===== config.mk =====
export PLATFORM = sky130hd
export DESIGN_NAME = block_lock_fsm
export DESIGN_NICKNAME = d
export VERILOG_FILES = /design/src/rtl/block_lock_fsm.sv
export SDC_FILE = /design/constraint.sdc
export NUM_CORES = 1
export LEC_CHECK = 0
export BUFFER_PORTS_ARGS = -buffer_cell sky130_fd_sc_hd__buf_2
export CORE_UTILIZATION = 40
export DETAILED_ROUTE_END_ITERATION = 6
export SLEW_MARGIN = 20
export SYNTH_ARGS = -nofsm -noshare
export SYNTH_HDL_FRONTEND = slang
export SYNTH_SLANG_ARGS = --single-unit

===== constraint.sdc =====
create_clock -name clk -period 2.45 [get_ports clk]
set_input_delay 0.1225 -clock clk [delete_from_list [all_inputs] [get_ports clk]]
set_output_delay 0.1225 -clock clk [all_outputs]
set_load 0.05 [all_outputs]

===== src/rtl/block_lock_fsm.sv =====
module block_lock_fsm #(
  parameter int BLOCK_BITS = 66,
  parameter int ACQ_NEED   = 64,
  parameter int ACQ_WIN    = 64,
  parameter int LOSS_NEED  = 16,
  parameter int LOSS_WIN   = 64,
  localparam int OW = $clog2(BLOCK_BITS)
) (
  input  logic          clk,
  input  logic          rst_n,
  input  logic          hdr_vld,
  input  logic [1:0]    hdr,
  output logic [OW-1:0] offset,
  output logic          locked,
  output logic          slip,
  output logic          lost_hard
);
  localparam int WMAX = (ACQ_WIN > LOSS_WIN) ? ACQ_WIN : LOSS_WIN;
  localparam int CW   = $clog2(WMAX + 1);

  logic [CW-1:0] seen, tally;

  wire           good     = hdr[1] ^ hdr[0];
  wire [CW-1:0]  seen_n   = seen + 1'b1;
  wire [CW-1:0]  tally_n  = tally + CW'(locked ? !good : good);
  wire           acq_end  = !locked && (seen_n == CW'(ACQ_WIN));
  wire           acq_ok   = tally_n >= CW'(ACQ_NEED);
  wire           loss_hit = locked && (tally_n >= CW'(LOSS_NEED));
  wire           loss_end = locked && (seen_n == CW'(LOSS_WIN));
  wire [OW-1:0]  off_inc  = (offset == OW'(BLOCK_BITS - 1)) ? '0 : offset + 1'b1;

  always_ff @(posedge clk) begin
    if (!rst_n) begin
      offset    <= '0;
      locked    <= 1'b0;
      slip      <= 1'b0;
      lost_hard <= 1'b0;
      seen      <= '0;
      tally     <= '0;
    end else begin
      slip      <= 1'b0;
      lost_hard <= 1'b0;
      if (hdr_vld) begin
        if (acq_end) begin
          seen  <= '0;
          tally <= '0;
          if (acq_ok) locked <= 1'b1;
          else begin
            slip   <= 1'b1;
            offset <= off_inc;
          end
        end else if (loss_hit) begin
          locked    <= 1'b0;
          lost_hard <= 1'b1;
          seen      <= '0;
          tally     <= '0;
        end else if (loss_end) begin
          seen  <= '0;
          tally <= '0;
        end else begin
          seen  <= seen_n;
          tally <= tally_n;
        end
      end
    end
  end

  p_offset_range_r5: assert property (@(posedge clk) disable iff (!rst_n)
    offset < OW'(BLOCK_BITS));

  p_slip_step_r4: assert property (@(posedge clk) disable iff (!rst_n)
    slip |-> (offset == (($past(offset) == OW'(BLOCK_BITS - 1)) ? '0 : $past(offset) + 1'b1)));

  p_slip_unlocked_r9: assert property (@(posedge clk) disable iff (!rst_n)
    slip |-> !locked);

  p_hold_offset_r9: assert property (@(posedge clk) disable iff (!rst_n)
    (locked && $past(locked)) |-> $stable(offset));

  p_lost_on_fall_r6: assert property (@(posedge clk) disable iff (!rst_n)
    lost_hard |-> (!locked && $past(locked)));

  p_idle_frozen_r8: assert property (@(posedge clk) disable iff (!rst_n)
    !hdr_vld |=> ($stable(offset) && $stable(locked) && !slip && !lost_hard));

endmodule


==> results.md <==
- Share of layout cells above drive strength 1: 0.240
- Post-layout min period: 2.31 ns
- Initial Util: 0.416
- Part of the Yosys area used for sequential elements: 0.346
- Site Rows: 21
- H-tree depth: 1
- Hold Path Sink: tally[0]$_SDFFE_PN0P_
- Via count: 1,270
- Synthesized area per cell: 8.52 um2
- Final RePlAce weighted congestion: 0.833
- R2R depth: 7
- Cell area after synthesis: 1390 um2
- Total GRT Usage: 0.169
- Min-Delay Path Class: input pin to register
- PD cells: 411 nW/um2
- Placed Cells: 221
- Multiplexer area fraction after synthesis: 0.00811
- Reg-to-reg slack, setup: 0.14 ns
- Met3 Routed Length: 76 um
- Vias in the first global route: 1,052
- Post-synthesis compound-gate area fraction: 0.211
- P_sw: 154 uW
- Initial DRT Pass Iterations: 4
- Post-synthesis cell type count: 39
- ANT nets after route: 0
- Starting DRT DRC Count: 50
- Place WS: -0.0107 ns
- Die H: 60.9 um
- Non-Filler Instances: 229
- Max clock buf depth: 2
- Critical Path End Type: register
- Simple-gate share of the synthesized area: 0.328
- Worst path required time: 2.67 ns
- DRC Markers: 0
- Largest family of logic cells by synthesized area: simple AND/OR/NAND/NOR gates
- Pins over their slew limit: 0
- Final WS setup: 0.145 ns
- Initial antenna violation count: 0
- Final wirelength: 2.88 mm
- Adder-Cell Fraction of Synth Area: 0.0541
- Post-Syn Nets: 174
- Critical R2R Capture: offset[5]$_SDFFE_PN0P_
- GRT overflow: 0
- R2r startpoint: offset[0]$_SDFFE_PN0P_
- Worst slew pin tran: 0.502 ns
- CP Max Fanout: 7
- Max-slew headroom: 0.666
- Power share of the sequential group: 0.608
- Hold Fails Final Rpt: 0
- Clock sink count: 24
- Cells after Synth: 163
- Maximum vdd drop: 0.000158 V
- Sw Share: 0.234
- Clock power share: 0.322
- WHS Path Cells: 3
- Post-Synth XOR/XNOR Area: 0.0252
- Status: finished, final reports clean
- Achievable Freq: 434 MHz
- Crit path DAT: 2.52 ns
- Number of I/O port buffers: 14
- M1 wire length: 1.42 mm
- Clock slew at reported path FFs: 0.14 ns
- Most frequent cells in the layout: 23 x dfxtp_1, 22 x nand2_1, 14 x buf_2, 12 x nand3_1, 9 x buf_4
- Max-cap violations: 0
- Critical path class: register to register
- Core area: 3340 um2
- Startpoint types: register
- Layout Nets: 195
- Int Pwr: 506 uW
- Commonest non-fill, non-tap cell in the layout: dfxtp_1
- Combinational cell fraction of total power: 0.070
- Clock Tree Root: clkbuf_4
- DR vias/cell: 5.55
- Skew final: 0.00862 ns
- CTS tree: done
- Total CTS buffers: 3
- Worst skew pair latency: 0.31 ns
- Fin util: 0.482
- # diodes: 0
- DR top layer: met4
- Synth-to-Final Area Change: 15.8%
- Dpl hpwl: 2.00 mm
- Met2 wire length: 1.36 mm
- Die X: 60.9 um
- Largest net degree at the start of global routing: 31
- Routed WL per cell: 12.6 um
- Final setup fails: 0
- RSZ-0062 raised after global routing: false
- Global-route wire length before repair: 4.69 mm
- LEAKAGE: 0.000591 uW
- Synth Warn #: 0
- IO Pins: 15
- Final worst-path cycle share: 0.941
- HP Start: hdr_vld
- Flops & latches, synth: 24
- Die Area: 3710 um2
[cell families (layout without fill, tap and decap cells)]
group,Yosys count,in the layout
muxes,1,1
and+or+nand+nor,83,83
buffers and inverters,10,30
DFF,24,24
xor gates and xnor gates,4,4
AOI/OAI and AO/OA,35,35
adders and majority gates,6,6
[through the flow]
step	setup TNS [ns]	hold WS [ns]	cell area, um2	total power, uW
after floorplan	0	0.410	1390	441
after global placement	0	0.478	1530	451
after detailed placement	-0.0107	0.485	1530	452
after CTS	0	0.226	1560	670
after global routing	0	0.265	1610	697
final	0	0.242	1610	660
[registers in the layout (all words and copies together) (netlist names)]
signal and cells:
locked 1, lost_hard 1, offset 7, seen 7
slip 1, tally 7
[power groups by stage]
| stage | Clock [uW] | Sequential (uW) | Combinational [uW] |
|---|---|---|---|
| after floorplan | 0 | 408 | 32.4 |
| after global placement | 0 | 410 | 41.0 |
| after detailed placement | 0 | 410 | 42.2 |
| after CTS | 227 | 401 | 42.4 |
| after global routing | 241 | 403 | 53.3 |
| final | 212 | 401 | 46.5 |
[Yosys cell counts]
| cell type | count | area (um2) |
|---|---|---|
| nor2_1 | 7 | 26.3 |
| o32ai_1 | 1 | 8.76 |
| a21oi_2 | 2 | 17.5 |
| a32o_1 | 2 | 20.0 |
| nand3b_1 | 4 | 30.0 |
| nand4_1 | 8 | 50.1 |
| and3_1 | 3 | 18.8 |
| and2_1 | 3 | 18.8 |
| or4b_2 | 1 | 10.0 |
| or3_1 | 1 | 6.26 |
| o31ai_1 | 1 | 7.51 |
| nand2_1 | 22 | 82.6 |
| a21oi_1 | 2 | 10.0 |
| and2b_1 | 1 | 7.51 |
| nor2b_1 | 2 | 12.5 |
| mux2_2 | 1 | 11.3 |
| ha_1 | 6 | 75.1 |
| o32ai_4 | 1 | 27.5 |
| buf_2 | 1 | 5.00 |
| a21boi_0 | 6 | 45.0 |
| nor3_1 | 1 | 5.00 |
| and4b_1 | 3 | 30.0 |
| nor3b_1 | 2 | 15.0 |
| xnor2_1 | 2 | 17.5 |
| o21ai_0 | 5 | 25.0 |
| dfxtp_1 | 24 | 480 |
| clkbuf_1 | 6 | 22.5 |
| a21boi_1 | 2 | 15.0 |
| o221a_2 | 3 | 33.8 |
| nand3_1 | 13 | 65.1 |
| a31o_2 | 1 | 8.76 |
| o22ai_1 | 1 | 6.26 |
| nand2b_1 | 7 | 43.8 |
| or2_2 | 3 | 18.8 |
| xor2_1 | 2 | 17.5 |
| or4_1 | 2 | 15.0 |
| a31oi_1 | 1 | 6.26 |
| o311ai_0 | 7 | 61.3 |
| inv_1 | 3 | 11.3 |
[routing by layer]
layer,vias to the layer above,GRT usage
met2,20,0.281
met4,0,0.0617
met3,2,0.0256
met1,598,0.222
met5,-,0
li1,650,-
[worst max path at each step]
stage                           start                endpoint  slack [ns]  depth (start not counted)
2_1_floorplan     locked$_SDFFE_PN0P_    seen[5]$_SDFFE_PN0P_        0.06                         10
3_3_place_gp                   hdr[0]  offset[2]$_SDFFE_PN0P_        0.10                         11
3_5_place_dp                   hdr[0]    seen[5]$_SDFFE_PN0P_       -0.01                         11
4_1_cts           locked$_SDFFE_PN0P_    seen[6]$_SDFFE_PN0P_        0.03                          9
5_1_grt           locked$_SDFFE_PN0P_  offset[3]$_SDFFE_PN0P_       0.004                         10
6_report       offset[0]$_SDFFE_PN0P_  offset[5]$_SDFFE_PN0P_        0.14                          7
[worst max-delay path, stage by stage (launching register included)]
cell and delay [ns]:
dfxtp_1 0.46, ha_1 0.18, or4b_2 0.59, nor3b_1 0.42, nand2_1 0.17, nand2_1 0.10, nand2_1 0.05, o221a_2 0.24
[timing repair]
action | in CTS | in global routing
buffers inserted | 0 | 4
resized for setup | 0 | 5
hold buffers | 0 | 0
setup endpoints to repair | 0 | 20
[area by class of cell]
type | instances | area, um2
well taps | 46 | 57.6
multi-input cells | 129 | 883
fillers | 331 | 1730
clock buffers | 4 | 36.3
repair buffers | 23 | 138
flip-flops and latches | 24 | 482
inverters | 3 | 11.3
Power figures use the tool's default switching activity.
